$ cat config.mk
export PLATFORM = sky130hd
export DESIGN_NAME = vid_byte_fetch
export DESIGN_NICKNAME = d
export VERILOG_FILES = /design/src/rtl/vid_byte_fetch.sv
export SDC_FILE = /design/constraint.sdc
export NUM_CORES = 1
export LEC_CHECK = 0
export BUFFER_PORTS_ARGS = -buffer_cell sky130_fd_sc_hd__buf_4
export CAP_MARGIN = 40
export CORE_ASPECT_RATIO = 1.2
export CORE_MARGIN = 3
export CORE_UTILIZATION = 40
export DETAILED_ROUTE_END_ITERATION = 10
export GPL_TIMING_DRIVEN = 0
export PLACE_DENSITY = 0.66
export SLEW_MARGIN = 20
export SYNTH_ARGS = -nofsm -noshare
export SYNTH_HDL_FRONTEND = slang
export SYNTH_SLANG_ARGS = --single-unit
$ cat constraint.sdc
create_clock -name clk -period 3.1 [get_ports clk]
set_input_delay 0.31 -clock clk [delete_from_list [all_inputs] [get_ports clk]]
set_output_delay 0.31 -clock clk [all_outputs]
set_load 0.02 [all_outputs]
$ cat src/rtl/vid_byte_fetch.sv
module vid_byte_fetch #(
  parameter int ADDR_W = 16,
  parameter logic [15:0] BASE_ADDR = 16'h2400,
  parameter int NUM_BYTES = 7168
) (
  input  logic              clk,
  input  logic              rst_n,
  input  logic              frame_start,
  input  logic              visible,
  input  logic              grant,
  input  logic [7:0]        rd_data,
  output logic [ADDR_W-1:0] rd_addr,
  output logic              fetch_req,
  output logic              pixel
);
  localparam int BYTE_W = 8;
  localparam int PH_W   = $clog2(BYTE_W);
  localparam int CNT_W  = $clog2(NUM_BYTES + 1);
  localparam logic [ADDR_W-1:0] BASE = ADDR_W'(BASE_ADDR);
  localparam logic [ADDR_W-1:0] LAST = BASE + ADDR_W'(NUM_BYTES - 1);

  logic [ADDR_W-1:0] addr_q;
  logic [CNT_W-1:0]  left_q;
  logic [BYTE_W-1:0] stage_q, shift_q;
  logic              full_q, req_q;
  logic [PH_W-1:0]   phase_q;

  wire take = visible && (phase_q == '0);
  wire hit  = req_q && grant;
  wire [BYTE_W-1:0] cur = take ? (full_q ? stage_q : '0) : shift_q;

  assign pixel     = visible && cur[0];
  assign rd_addr   = addr_q;
  assign fetch_req = req_q;

  always_ff @(posedge clk) begin
    if (!rst_n) begin
      addr_q  <= BASE;
      left_q  <= '0;
      stage_q <= '0;
      shift_q <= '0;
      full_q  <= 1'b0;
      req_q   <= 1'b0;
      phase_q <= '0;
    end else if (frame_start) begin
      addr_q  <= BASE;
      left_q  <= CNT_W'(NUM_BYTES);
      shift_q <= '0;
      full_q  <= 1'b0;
      req_q   <= 1'b1;
      phase_q <= '0;
    end else begin
      if (visible) begin
        phase_q <= phase_q + PH_W'(1);
        shift_q <= cur >> 1;
      end
      if (take) begin
        full_q <= 1'b0;
        if (left_q != '0) req_q <= 1'b1;
      end
      if (hit) begin
        stage_q <= rd_data;
        full_q  <= 1'b1;
        req_q   <= 1'b0;
        left_q  <= left_q - CNT_W'(1);
        if (left_q > CNT_W'(1)) addr_q <= addr_q + ADDR_W'(1);
      end
    end
  end

  AST_REQ_HOLD: assert property (@(posedge clk) disable iff (!rst_n)
    fetch_req && !grant |=> fetch_req);
  AST_ADDR_STEP: assert property (@(posedge clk) disable iff (!rst_n)
    fetch_req && grant && !frame_start && (rd_addr != LAST) |=>
      (rd_addr == $past(rd_addr) + ADDR_W'(1)) && !fetch_req);
  AST_ADDR_RANGE: assert property (@(posedge clk) disable iff (!rst_n)
    (rd_addr >= BASE) && (rd_addr <= LAST));
  AST_FRAME_REWIND: assert property (@(posedge clk) disable iff (!rst_n)
    frame_start |=> (rd_addr == BASE) && fetch_req);
  AST_NO_REQ_BLANK: assert property (@(posedge clk) disable iff (!rst_n)
    !visible && !frame_start && !fetch_req |=> !fetch_req);
  AST_DONE_QUIET: assert property (@(posedge clk) disable iff (!rst_n)
    (left_q == '0) |-> !fetch_req);
endmodule

### Word level (Yosys, flattened, before mapping)

Index checks and enable logic that the tools add are counted.

| operators by class | value |
|---|---|
| add/sub/neg operators | 3 |
| reduce and logical (&&, ||, !) cells | 13 |
| magnitude comparators | 1 |
| muxes and demuxes | 10 |
| bitwise logic cells | 2 |

Operator list:

| kind | count |
|---|---|
| $mux W13 | 2 |
| $add A16 B1 Y16 const B | 1 |
| $mux W8 | 2 |
| $gt A13 B1 Y1 const B | 1 |
| $reduce_bool A13 Y1 | 1 |
| $sub A13 B1 Y13 const B | 1 |
| $mux W1 | 6 |
| $reduce_and A2 Y1 | 3 |
| $reduce_bool A3 Y1 | 2 |
| $reduce_bool A2 Y1 | 2 |
| $add A3 B1 Y3 const B | 1 |
| $logic_and A1 B1 Y1 | 3 |
| $logic_not A3 Y1 | 1 |
| $not A1 Y1 | 2 |
| $reduce_or A2 Y1 | 1 |

| word-level totals | value |
|---|---|
| word-level logic and storage cells | 37 |
| output and inout bits | 18 |
| register bits after elaboration | 49 |

### Longest topological paths before layout

| logic depth | value |
|---|---|
| depth in word-level cells | 5 |
| mapped depth | 7 |
| mapped depth without buffers | 6 |

### Worst setup path before layout

No wires, ideal clock.

| path | value |
|---|---|
| path type | reg2reg |
| from | reg left_q[1] |
| to | reg addr_q[15], in the netlist rd_addr[15] |
| arrival time | 1.745 ns |
| data required time | 3.029 ns |
| slack | 1.285 ns |
| cell stages (with the launch flop) | 8 |
| setup time | 0.071 ns |
| clock period less this slack | 1.815 ns |
| cell sequence | dfxtp_1 inv_1 ha_1 o21bai_2 a41o_1 buf_6 or4_1 a21oi_1 |

| between the ends | value |
|---|---|
| longest elaborated chain between the ends | 2 |

Ends and longest elaborated chain:

| item | RTL line | text |
|---|---|---|
| from (decl) | 23 | `logic [CNT_W-1:0] left_q;` |
| from (signal assigned) | 47 | `left_q <= CNT_W'(NUM_BYTES);` |
| from (signal assigned) | 65 | `left_q <= left_q - CNT_W'(1);` |
| $gt A13 B1 Y1 | 66 | `if (left_q > CNT_W'(1)) addr_q <= addr_q + ADDR_W'(1);` |
| $reduce_and A2 Y1 (no line) | -- |  |
| to (signal assigned) | 66 |  |
| to (decl) | 22 | `logic [ADDR_W-1:0] addr_q;` |

Every way passes these cells.
A chain may end at the register's enable or synchronous reset.

### Worst setup path in the final report

| path | value |
|---|---|
| from | reg phase_q[0] |
| to | out pixel |

| between the ends | value |
|---|---|
| longest elaborated chain between the ends | 4 |

Ends and longest elaborated chain:

| item | RTL line | text |
|---|---|---|
| from (decl) | 26 | `logic [PH_W-1:0] phase_q;` |
| from (signal assigned) | 54 | `phase_q <= phase_q + PH_W'(1);` |
| $logic_not A3 Y1 | 28 | `wire take = visible && (phase_q == '0);` |
| $logic_and A1 B1 Y1 | 28 |  |
| $mux W8 | 30 | `wire [BYTE_W-1:0] cur = take ? (full_q ? stage_q : '0) : shift_q;` |
| $logic_and A1 B1 Y1 | 32 | `assign pixel = visible && cur[0];` |
| to (decl) | 14 | `output logic pixel` |

Every way passes these cells.

==> qor.csv <==
stage,metric,value,unit
worst_setup_path,end of the worst register-to-register path,rd_addr[15],
route,Routed WL,4920,um
timing,Slew @ Worst Pin,0.551,ns
yosys,synth top area cells,"dfxtp_1 42%, nand2_1 5.8%, nor2_1 4.7%",
worst_setup_path,"slowest stage cell, crit path",nor3b_2,
yosys,top_reg_cell synth,dfxtp_1,
worst_setup_path,Startpoint Class,register,
clocking,Clock transition at path regs,0.09,ns
final_layout,ant diodes,0,
yosys,Synth Area per Inst,8.70,sq um
hold_path,hold depth,3,
outcome,status,finished clean,
global_routing,largest net degree at the start of global routing,16,
floorplanning,I/O Pins,31,
clocking,TritonCTS Buffers,5,
worst_setup_path,buffer and inverter count on the worst path,2,
yosys,Mapped Cells,266,
worst_setup_path,CP Cell Sequence,inv_1 > ha_1 > nor3b_2 > nand3_1 > a21oi_1 > buf_4,
yosys,"FF+latch count, synth",49,
yosys,cell taking the most area after synthesis,dfxtp_1,
timing,Peak Freq,0.471,GHz
worst_setup_path,flop2flop setup slack,1.20,ns
timing,unrepaired setup endpoints after global routing,no,
power_and_ir_drop,Pwr per Cell Area,462,nW/um^2
floorplanning,DIE HEIGHT,89.3,um
clocking,Max Buffers Root-to-Sink,2,
clocking,post-CTS setup buffer count,0,
hold_path,hold_sp,rd_data[0],
route,DR WL/cell,13.5,um
global_routing,GRT overflow,0,
yosys,top cell type's share of synthesized area,0.424,
final_layout,NumNets Final,319,
clocking,clock latency at the later pin of the worst-skew pair,0.30,ns
timing,clk_skew,0.0107,ns
timing,crit share post-route,0.685,
timing,final setup vio count,0,
timing,crit path time final,2.12,ns
yosys,"Seq/Total Area, Yosys",0.424,
timing,Fin. Hold Viols,0,
worst_setup_path,Critical Path Fanout Max,8,
power_and_ir_drop,"IR drop worst, VDD",0.298,mV
placement,Port Buffers,28,
global_routing,number of global-route vias before repair,1890,
yosys,Post-Syn Area,2310,sq um
clocking,# hold bufs at CTS,0,
timing,"Slew Viols, Final",0,
yosys,asr flop ratio synth,0,
clocking,CTS tree,built,
placement,DP HPWL,3640,um
route,Detailed Routing Iterations Pass 1,4,
floorplanning,die extent in x,75.4,um
route,vias post-DR,2001,
global_routing,GRT Total Usage,0.159,
yosys,Post-Syn Nets,284,
clocking,Resized cells post-CTS,0,
route,Via density,5.50,
clocking,clk sinks,49,
timing,Fin Setup TNS,0,ns
hold_path,Hold Path End,stage_q[0],
yosys,"EDFF count, synth",0,
floorplanning,Die Area,6740,sq um
global_routing,first-pass GRT wire length,8340,um
global_routing,number of antenna violations at the first check in global routing,0,
worst_setup_path,Setup CP Type,register to output port,
power_and_ir_drop,Leakage,0.985,nW
power_and_ir_drop,overall power,1.25,mW
clocking,htree depth,2,
route,DRC viols,0,
worst_setup_path,Max stage delay on crit path,0.44,ns
hold_path,Worst Hold Class,input port to register,
worst_setup_path,crit path DAT,1.81,ns
floorplanning,# rows,29,
route,post-route ant nets,0,
flow_run,MaxCap Viol Count,0,
placement,GP Congestion,0.776,
worst_setup_path,Required @ worst endpoint,2.79,ns
worst_setup_path,Worst path top cell family by delay,simple AND/OR/NAND/NOR gates,
yosys,"Distinct cells, synth",46,
worst_setup_path,r2r startpoint,left_q[1],
final_layout,Area Growth Syn to Fin,17.2,%
floorplanning,Core Area,5440,sq um
worst_setup_path,FF-to-FF path depth,7,
yosys,Ys Warns,0,
worst_setup_path,critical path endpoint category,output port,
route,drt initial violations,65,
final_layout,share of cells above drive strength 1,0.159,
floorplanning,initial core utilization,0.425,
clocking,CTS Root Buffer Type,clkbuf_8,
timing,Worst slew margin,0.628,
-- synth_stat cells (6+ instances only) --
library cell  count
dfxtp_1          49
nand2_1          36
nor2_1           29
a21oi_1          13
nand3_1          13
clkbuf_1         10
a21boi_0          8
nand4_1           8
o31ai_1           8
or4_1             8
xor2_1            7
a311oi_1          6
inv_1             6
xnor2_1           6
-- cell usage in the layout (no fill, tap or decap), types with 2 or more instances in the layout --
cell type	instances
mux2i_1	3
o31ai_1	8
nand4_1	8
and4_1	2
ha_1	5
clkbuf_1	11
nand3_1	13
nor3_1	2
a21boi_0	8
xor2_1	7
dfxtp_1	49
nand2b_1	2
and2_1	3
xnor2_1	6
nand4b_1	2
or4_1	8
inv_1	6
o21ai_0	3
and3_1	3
a31oi_1	2
nor2_1	29
o21a_1	4
a311oi_1	6
nand2_1	36
a21oi_1	13
a41o_1	4
buf_2	2
clkbuf_8	5
buf_4	31
nand3b_1	2
-- flip-flops by register name, indices dropped and copies added, names as in the netlist --
signal / flops
left_q: 13
fetch_req: 1
rd_addr: 16
full_q: 1
stage_q: 8
shift_q: 7
phase_q: 3
-- logic make-up after synthesis --
logic type / count (synthesis) / synth area share
simple gates: 120 / 0.274
compound gates: 54 / 0.169
flops: 49 / 0.424
buf+inv: 22 / 0.0449
xor+xnor: 13 / 0.0492
fa+ha+maj: 5 / 0.0270
mux: 3 / 0.0130
-- layout make-up --
class / count / area [sq um]
sequential: 49 / 981
tap: 62 / 77.6
multi-input combinational: 195 / 1230
clock buffer: 6 / 72.6
inverter: 6 / 22.5
timing repair buffer: 28 / 210
fill: 545 / 2730
buffer: 16 / 81.3
clock inverter: 2 / 38.8
-- where the power goes --
part,total [mW],switching [mW],internal (mW)
logic,0.139,0.0793,0.0602
clock network,0.454,0.211,0.242
registers,0.661,0.0153,0.646
total,1.25,0.306,0.948
-- worst min-delay path: stages --
cell and delay [ns]:
buf_4 0.11, nand2_1 0.04, a21boi_0 0.06
-- per-layer routing --
layer,up-vias,share of wire,track usage
met2,39,0.48,0.264
met4,0,0.017,0.0636
met5,-,0,0
met3,8,0.035,0.0360
li1,1026,-,-
met1,928,0.47,0.198
-- how the worst max path moves through the flow --
| stage | from | endpoint | depth (start not counted) | slack (ns) |
|---|---|---|---|---|
| finish | phase_q[0] | pixel | 6 | 0.98 |
| global route | phase_q[0] | pixel | 6 | 0.74 |
| CTS | phase_q[0] | pixel | 6 | 0.95 |
| detailed placement | left_q[1] | rd_addr[15] | 7 | 1.21 |
| global placement | left_q[1] | rd_addr[15] | 7 | 1.23 |
| floorplan | left_q[1] | rd_addr[15] | 7 | 1.28 |
-- per-stage QoR --
step	instances	hold slack (ns)	utilization	setup WS (ns)	cell area (sq um)
2_1_floorplan	266	0.444	-	1.28	2310
3_3_place_gp	356	0.455	0.478	1.23	2600
3_5_place_dp	356	0.465	0.478	1.21	2600
4_1_cts	364	0.251	0.499	0.949	2710
5_1_grt	364	0.256	0.499	0.743	2710
6_report	364	0.259	0.499	0.977	2710
No activity file was read; power rests on OpenSTA's default activity.
